## src/rtl/whdiv_pkg.sv

```systemverilog
package whdiv_pkg;
  localparam int CFG_W    = 32;
  localparam int WAIT_LSB = 16;
  localparam int HOLD_LSB = 20;
  localparam int UPD_BIT  = 25;
  localparam int BYP_BIT  = 31;

  typedef struct packed {
    logic apply;
    logic bypass;
  } divStrb_t;
endpackage

```

## src/rtl/whdiv_ctrl.sv

```systemverilog
module whdiv_ctrl
  import whdiv_pkg::*;
#(
  parameter int FIELD_W = 4
) (
  input  logic               clk,
  input  logic               rstN,
  input  logic               cfgWe,
  input  logic [CFG_W-1:0]   cfgWdata,
  input  logic               periodEnd,
  output logic [CFG_W-1:0]   cfgRdata,
  output divStrb_t           strb,
  output logic [FIELD_W-1:0] newWait,
  output logic [FIELD_W-1:0] newHold
);
  logic [CFG_W-1:0] cfgReg;

  // A new write wins over the self-clear, so a request written in the
  // boundary cycle stays pending for the next boundary.
  always_ff @(posedge clk or negedge rstN) begin
    if (!rstN) begin
      cfgReg <= '0;
    end else if (cfgWe) begin
      cfgReg <= cfgWdata;
    end else if (strb.apply) begin
      cfgReg[UPD_BIT] <= 1'b0;
    end
  end

  always_comb begin
    strb.apply  = periodEnd & cfgReg[UPD_BIT];
    strb.bypass = cfgReg[BYP_BIT];
    newWait     = cfgReg[WAIT_LSB +: FIELD_W];
    newHold     = cfgReg[HOLD_LSB +: FIELD_W];
    cfgRdata    = cfgReg;
  end
endmodule

```

## src/rtl/whdiv_dpath.sv

```systemverilog
module whdiv_dpath
  import whdiv_pkg::*;
#(
  parameter int FIELD_W = 4
) (
  input  logic               clk,
  input  logic               rstN,
  input  divStrb_t           strb,
  input  logic [FIELD_W-1:0] newWait,
  input  logic [FIELD_W-1:0] newHold,
  output logic               periodEnd,
  output logic               divOut,
  output logic               clkOut
);
  logic [FIELD_W-1:0] actWait;
  logic [FIELD_W-1:0] actHold;
  logic [FIELD_W-1:0] cnt;
  logic               phaseHigh;
  logic               highDone;

  always_comb begin
    highDone  = phaseHigh && (cnt == actWait);
    periodEnd = !phaseHigh && (cnt == actHold);
  end

  always_ff @(posedge clk or negedge rstN) begin
    if (!rstN) begin
      actWait   <= '0;
      actHold   <= '0;
      cnt       <= '0;
      phaseHigh <= 1'b1;
    end else if (highDone) begin
      phaseHigh <= 1'b0;
      cnt       <= '0;
    end else if (periodEnd) begin
      phaseHigh <= 1'b1;
      cnt       <= '0;
      if (strb.apply) begin
        actWait <= newWait;
        actHold <= newHold;
      end
    end else begin
      cnt <= cnt + FIELD_W'(1);
    end
  end

  assign divOut = phaseHigh;
  assign clkOut = strb.bypass ? clk : phaseHigh;
endmodule

```

## src/rtl/whdiv_top.sv

```systemverilog
module whdiv_top
  import whdiv_pkg::*;
#(
  parameter int FIELD_W = 4
) (
  input  logic             clk,
  input  logic             rstN,
  input  logic             cfgWe,
  input  logic [CFG_W-1:0] cfgWdata,
  output logic [CFG_W-1:0] cfgRdata,
  output logic             clkOut
);
  divStrb_t           strb;
  logic               periodEnd;
  logic               divOut;
  logic [FIELD_W-1:0] newWait;
  logic [FIELD_W-1:0] newHold;

  whdiv_ctrl #(.FIELD_W(FIELD_W)) uCtrl (
    .clk      (clk),
    .rstN     (rstN),
    .cfgWe    (cfgWe),
    .cfgWdata (cfgWdata),
    .periodEnd(periodEnd),
    .cfgRdata (cfgRdata),
    .strb     (strb),
    .newWait  (newWait),
    .newHold  (newHold)
  );

  whdiv_dpath #(.FIELD_W(FIELD_W)) uDp (
    .clk      (clk),
    .rstN     (rstN),
    .strb     (strb),
    .newWait  (newWait),
    .newHold  (newHold),
    .periodEnd(periodEnd),
    .divOut   (divOut),
    .clkOut   (clkOut)
  );
endmodule

```

## config.mk

```make
export PLATFORM = sky130hd
export DESIGN_NAME = whdiv_top
export DESIGN_NICKNAME = d
export VERILOG_FILES = /design/src/rtl/whdiv_pkg.sv /design/src/rtl/whdiv_ctrl.sv /design/src/rtl/whdiv_dpath.sv /design/src/rtl/whdiv_top.sv
export SDC_FILE = /design/constraint.sdc
export NUM_CORES = 1
export LEC_CHECK = 0
export CORE_MARGIN = 1
export CORE_UTILIZATION = 35
export CTS_BUF_LIST = sky130_fd_sc_hd__clkbuf_4 sky130_fd_sc_hd__clkbuf_8
export CTS_CLUSTER_SIZE = 12
export DETAILED_ROUTE_END_ITERATION = 12
export MAX_ROUTING_LAYER = met4
export REMOVE_ABC_BUFFERS = 1
export SLEW_MARGIN = 30
export SYNTH_ARGS = -nofsm -noshare
export SYNTH_HDL_FRONTEND = slang
export SYNTH_HIERARCHICAL = 1
export SYNTH_SLANG_ARGS = --single-unit
```

## constraint.sdc

```tcl
create_clock -name clk -period 2.2 [get_ports clk]
set_input_delay 0.33 -clock clk [delete_from_list [all_inputs] [get_ports clk]]
set_output_delay 0.33 -clock clk [all_outputs]
set_load 0.01 [all_outputs]
```

==> results.py, run 1 <==
metrics = {
    "logic_synthesis": {
        "synth_most_common_cell": "dfrtp_1",
        "yosys_warnings": 6,
        "yosysSeqAreaShare": 0.552,
        "synthTopCellsByCount": "dfrtp_1, mux2_4, mux2_2",
        "ys_async_sr_fraction": 1.00,
        "syn_area_per_cell_sq_um": 15.9,
        "syn_inst": 128,
        "synth.top_cell.area_share": 0.540,
        "synth-seq-cells": 45,
        "syn_area_sq_mm": 0.00204,
        "synth_area_leaders": "dfrtp_1, mux2_4, mux2_2",
        "synthDistinctLibCells": 24,
        "yosysTopAreaCell": "dfrtp_1",
        "ys.flop_type": "dfrtp_1",
        "synth_edf_count": 0,
    },
    "floorplan": {
        "die_h_um": 78.4,
        "die_area_sq_mm": 0.00614,
        "start_util": 0.366,
        "rows": 27,
        "coreArea_sq_mm": 0.00557,
        "die_w_um": 78.4,
        "io_pins": 68,
    },
    "cells_and_area": {
        "insertedDiodeCount": 0,
        "fillers": 464,
        "drive_gt1_frac": 0.306,
        "fin_util": 0.508,
        "final_cell_area_sq_mm": 0.00283,
        "fin_nets": 231,
        "area.growth.synth_to_final_pct": 38.7,
    },
    "global_route": {
        "grt_util_all_layers": 0.151,
        "grt_pass1_vias": 1365,
        "grt_max_degree": 37,
        "grt_first_pass_wirelength_um": 6630,
        "antenna_found_initial": 0,
        "grt-ovfl-total": 0,
    },
    "pwr": {
        "power_mw": 2.54,
        "p_per_area_mw_per_mm2": 898,
        "vdd_ir_drop_max_mv": 0.448,
        "p_leak_nw": 1.27,
    },
    "outcome": {
        "status": "completed",
    },
    "timing": {
        "worstMarginPinSlew_ns": 0.790,
        "tns_ns": 0,
        "slew_viol_final": 0,
        "finalClockSkew_ns": 0.00104,
        "hold_viol_final": 0,
        "worst_hold_slack_ns": 0.00660,
        "rsz0062_at_grt": "no",
        "slew-limit-headroom": 0.473,
        "finalSetupViolations": 0,
    },
    "critical_path": {
        "cp_max_fo": 2,
        "worstPathRequired_ns": 1.87,
        "worstPathArrival_ns": 1.81,
        "crit_type": "clk -> out",
        "cp-end-kind": "output port",
        "critPathLaunchType": "clock port",
    },
    "drt": {
        "wl_per_cell_um": 14.5,
        "vias": 1216,
        "drt-vias-per-instance": 4.54,
        "drt_iter0_markers": 52,
        "dr.pass1.iters": 3,
        "wl_um": 3870,
        "drc_errors": 0,
        "final_antenna_net_count": 0,
    },
    "clock_network": {
        "path_clk_slew_ns": 0.08,
        "cts_tree": "yes",
        "clock_latency_ns": 0.39,
        "holdBufCountCts": 0,
    },
    "run": {
        "maxCapViolCount": 0,
    },
    "place": {
        "gp_congestion": 0.789,
        "postPlaceCellArea_sq_mm": 0.00268,
        "dpl.hpwl_um": 2770,
        "portBuffers": 67,
    },
    "min_path": {
        "hold_path.class": "in -> async",
    },
}
==> kinds of logic (layout without fill, tap and decap cells) <==
kind of cell               Yosys count  count (layout)  share of synthesized area
buffers and inverters               15              83                     0.0717
DFF                                 45              45                      0.552
adders and majority gates            1               1                    0.00613
AOI/OAI and AO/OA                    2               2                    0.00613
muxes                               41              41                      0.277
xor gates and xnor gates            10              10                     0.0429
and+or+nand+nor                     14              14                     0.0435
==> registers in the layout (all words and copies together) (netlist names) <==
name,count
uDp/actWait,4
uDp/actHold,4
uDp/divOut,1
uDp/cnt,4
uCtrl/cfgRdata,32
==> critical path: stages <==
cell and delay (ns):
clkbuf_8 0.11, clkbuf_8 0.11, mux2_2 0.26, clkdlybuf4s15_1 0.23
==> per-layer routing <==
| metal | vias to the layer above | routed length [um] | global-route usage |
|---|---|---|---|
| li1 | 560 | - | - |
| met1 | 599 | 1660 | 0.177 |
| met2 | 53 | 1830 | 0.214 |
| met3 | 4 | 352 | 0.0860 |
| met4 | 0 | 31 | 0.0556 |
| met5 | - | 0 | - |
==> power by group <==
group / total (mW) / internal [mW] / switching [mW]
registers: 1.15 / 0.995 / 0.152
logic: 0.711 / 0.444 / 0.266
clock network: 0.686 / 0.376 / 0.309
==> cells in the final DEF (no fill, tap or decap), types with 2 or more instances in the layout <==
cell / netlist / final
buf_12: 3 / 2
buf_2: 0 / 2
buf_4: 9 / 2
clkbuf_8: 0 / 8
clkdlybuf4s50_1: 0 / 64
clkinv_2: 0 / 2
dfrtp_1: 44 / 44
mux2_2: 12 / 12
mux2_4: 28 / 28
nand4_1: 2 / 2
nor2_1: 5 / 5
xnor2_1: 9 / 9
==> repair_timing <==
item | 4_1_cts | 5_1_grt
resized for setup | 2 | 0
cloned | 0 | 0
endpoints found under the setup margin | 1 | 8
setup buffers | 0 | 1
==> final cells by class <==
| type | instances | area, sq um | share of cell area |
|---|---|---|---|
| flip-flops and latches | 45 | 1130 | 0.398 |
| multi-input cells | 68 | 767 | 0.271 |
| clock inverters | 2 | 10.0 | 0.00354 |
| well taps | 72 | 90.1 | 0.0318 |
| inverters | 1 | 3.75 | 0.00133 |
| repair buffers | 70 | 706 | 0.249 |
| clock buffers | 10 | 128 | 0.0451 |
==> through the flow <==
stage                     instances  setup WS [ns]
after global routing            268         0.0303
after CTS                       267         0.0379
after detailed placement        256         0.0642
after global placement          256         0.0642
after floorplan                 114          0.311
final                           268         0.0575
==> final timing paths <==
path	startpoint	end	slack [ns]	cells after the start
worst min register to register	uCtrl/cfgRdata[27]	uCtrl/cfgRdata[27]	0.52	1
min in group clk	cfgWe	uCtrl/cfgRdata[25]	0.42	3
worst max-delay path	clk	clkOut	0.06	4
max in group asynchronous	rstN	uCtrl/cfgRdata[20]	1.54	2
worst max register to register	uDp/cnt[0]	uDp/actWait[3]	0.25	7
worst min-delay path	rstN	uCtrl/cfgRdata[22]	0.007	1
No activity file was read; power rests on OpenSTA's default activity.
==> run 2: changes to the inputs <==
MAX_ROUTING_LAYER = not set   (was met4)
==> run 2 against run 1 <==
Effect of this change:
- sequential cell count did not move
- count of clock-buffer cells in the layout is the same
- via count is 0.25% lower
- critical path depth did not move
- sequential share of layout area did not move
- worst hold slack gained 0.0025 ns
- global-route usage down 0.37 points
- first-iteration DRC count shrank 15%
==> results.py, run 2 (same netlist as run 1, synthesis figures left out) <==
metrics = {
    "outcome": {
        "status": "completed",
    },
    "cells_and_area": {
        "insertedDiodeCount": 0,
        "area.growth.synth_to_final_pct": 38.7,
        "final_cell_mix": "clkdlybuf4s50_1, dfrtp_1, mux2_4",
        "drive_gt1_frac": 0.306,
        "fillers": 464,
        "largest_reg_flops": 32,
        "fin_nets": 231,
        "final_common_cell": "clkdlybuf4s50_1",
    },
    "critical_path": {
        "cp_max_fo": 2,
        "rr_startpoint": "uDp/cnt[0]",
        "crit_type": "clk -> out",
        "worstPathRequired_ns": 1.87,
        "crit_start": "clk",
        "worstPathArrival_ns": 1.81,
        "critPathLaunchType": "clock port",
        "cp-end-kind": "output port",
    },
    "global_route": {
        "grt_util_all_layers": 0.147,
        "grt_max_degree": 37,
        "grt_first_pass_wirelength_um": 6640,
        "antenna_found_initial": 0,
        "grt_pass1_vias": 1368,
        "grt-ovfl-total": 0,
    },
    "timing": {
        "finalSetupViolations": 0,
        "tns_ns": 0,
        "worstMarginPinSlew_ns": 0.792,
        "slew_viol_final": 0,
        "finalClockSkew_ns": 0.00221,
        "timing.final.ws_setup_ns": 0.0575,
        "rsz0062_at_grt": "no",
        "hold_viol_final": 0,
        "slew-limit-headroom": 0.472,
    },
    "drt": {
        "vias": 1213,
        "drt_iter0_markers": 44,
        "wl_um": 3840,
        "drc_errors": 0,
        "wl_per_cell_um": 14.3,
        "drt-vias-per-instance": 4.53,
        "dr.pass1.iters": 4,
        "final_antenna_net_count": 0,
    },
    "pwr": {
        "switching_share": 0.285,
        "vdd_ir_drop_max_mv": 0.447,
        "p_per_area_mw_per_mm2": 896,
        "p_seq_frac": 0.452,
        "combinationalPowerShare": 0.280,
        "power_mw": 2.54,
        "internal_power_mw": 1.81,
        "switchingPower_uw": 722,
        "p_leak_nw": 1.27,
        "clkPwrFrac": 0.268,
    },
    "run": {
        "maxCapViolCount": 0,
    },
    "clock_network": {
        "clock_latency_ns": 0.39,
        "cts_tree": "yes",
        "path_clk_slew_ns": 0.08,
    },
    "floorplan": {
        "rows": 27,
        "io_pins": 68,
        "die_w_um": 78.4,
        "die_area_sq_mm": 0.00614,
        "coreArea_sq_mm": 0.00557,
        "start_util": 0.366,
        "die_h_um": 78.4,
    },
    "place": {
        "gp_congestion": 0.778,
        "dpl.hpwl_um": 2770,
        "portBuffers": 67,
        "place_ws_ns": 0.0642,
    },
    "min_path": {
        "hold_path.class": "in -> async",
    },
}
run 2: cell counts in the layout (fill, tap and decap cells not counted):
No cell type changed its count.
run 2: layout make-up:
cell class | count | area, sq um | area share
Clock buffer | 10 | 128 | 0.0451
Inverter | 1 | 3.75 | 0.00133
Tap cell | 72 | 90.1 | 0.0318
Sequential cell | 45 | 1130 | 0.398
Multi-Input combinational cell | 68 | 767 | 0.271
Clock inverter | 2 | 10.0 | 0.00354
Timing Repair Buffer | 70 | 706 | 0.249
run 2: final timing paths:
| check | slack (ns) | cells after the start | to |
|---|---|---|---|
| setup / recovery | 0.06 | 4 | clkOut |
| hold / removal | 0.009 | 1 | uCtrl/cfgRdata[22] |
| setup reg to reg | 0.25 | 7 | uDp/actWait[3] |
| hold reg to reg | 0.52 | 1 | uCtrl/cfgRdata[27] |
| max in group asynchronous | 1.53 | 2 | uCtrl/cfgRdata[10] |
| min in group clk | 0.42 | 3 | uCtrl/cfgRdata[25] |
run 2: layer usage:
metal,track usage,up-vias,share of wire
met5,0,-,0
met4,0.0556,0,0
met1,0.175,600,0.41
li1,-,560,-
met2,0.212,53,0.48
met3,0.0930,0,0.10
run 2: worst max-delay path: stages:
cell             delay, ns
clkbuf_8              0.11
clkbuf_8              0.11
mux2_2                0.26
clkdlybuf4s15_1       0.23
run 2: metrics by stage:
stage / std cells / area [sq um] / utilization / hold WS, ns
3_3_place_gp: 256 / 2680 / 0.481 / 0.446
5_1_grt: 268 / 2830 / 0.508 / 0.0683
2_1_floorplan: 114 / 1900 / - / 0.0344
6_report: 268 / 2830 / 0.508 / 0.00906
3_5_place_dp: 256 / 2680 / 0.481 / 0.467
4_1_cts: 267 / 2810 / 0.504 / 0.0417
run 2: timing repair:
item	in CTS	in global routing
pin swaps	0	0
cloned	0	0
endpoints found under the setup margin	1	8
hold buffers	0	0
resized for setup	2	0
buffers inserted	0	1
run 2: power groups by stage:
stage	sequential [mW]	clock [mW]	combinational [mW]
final	1.15	0.680	0.710
after detailed placement	1.16	0.0501	0.715
after floorplan	1.16	0.0234	0.404
after global placement	1.16	0.0501	0.696
after global routing	1.17	0.768	0.778
after CTS	1.15	0.716	0.719
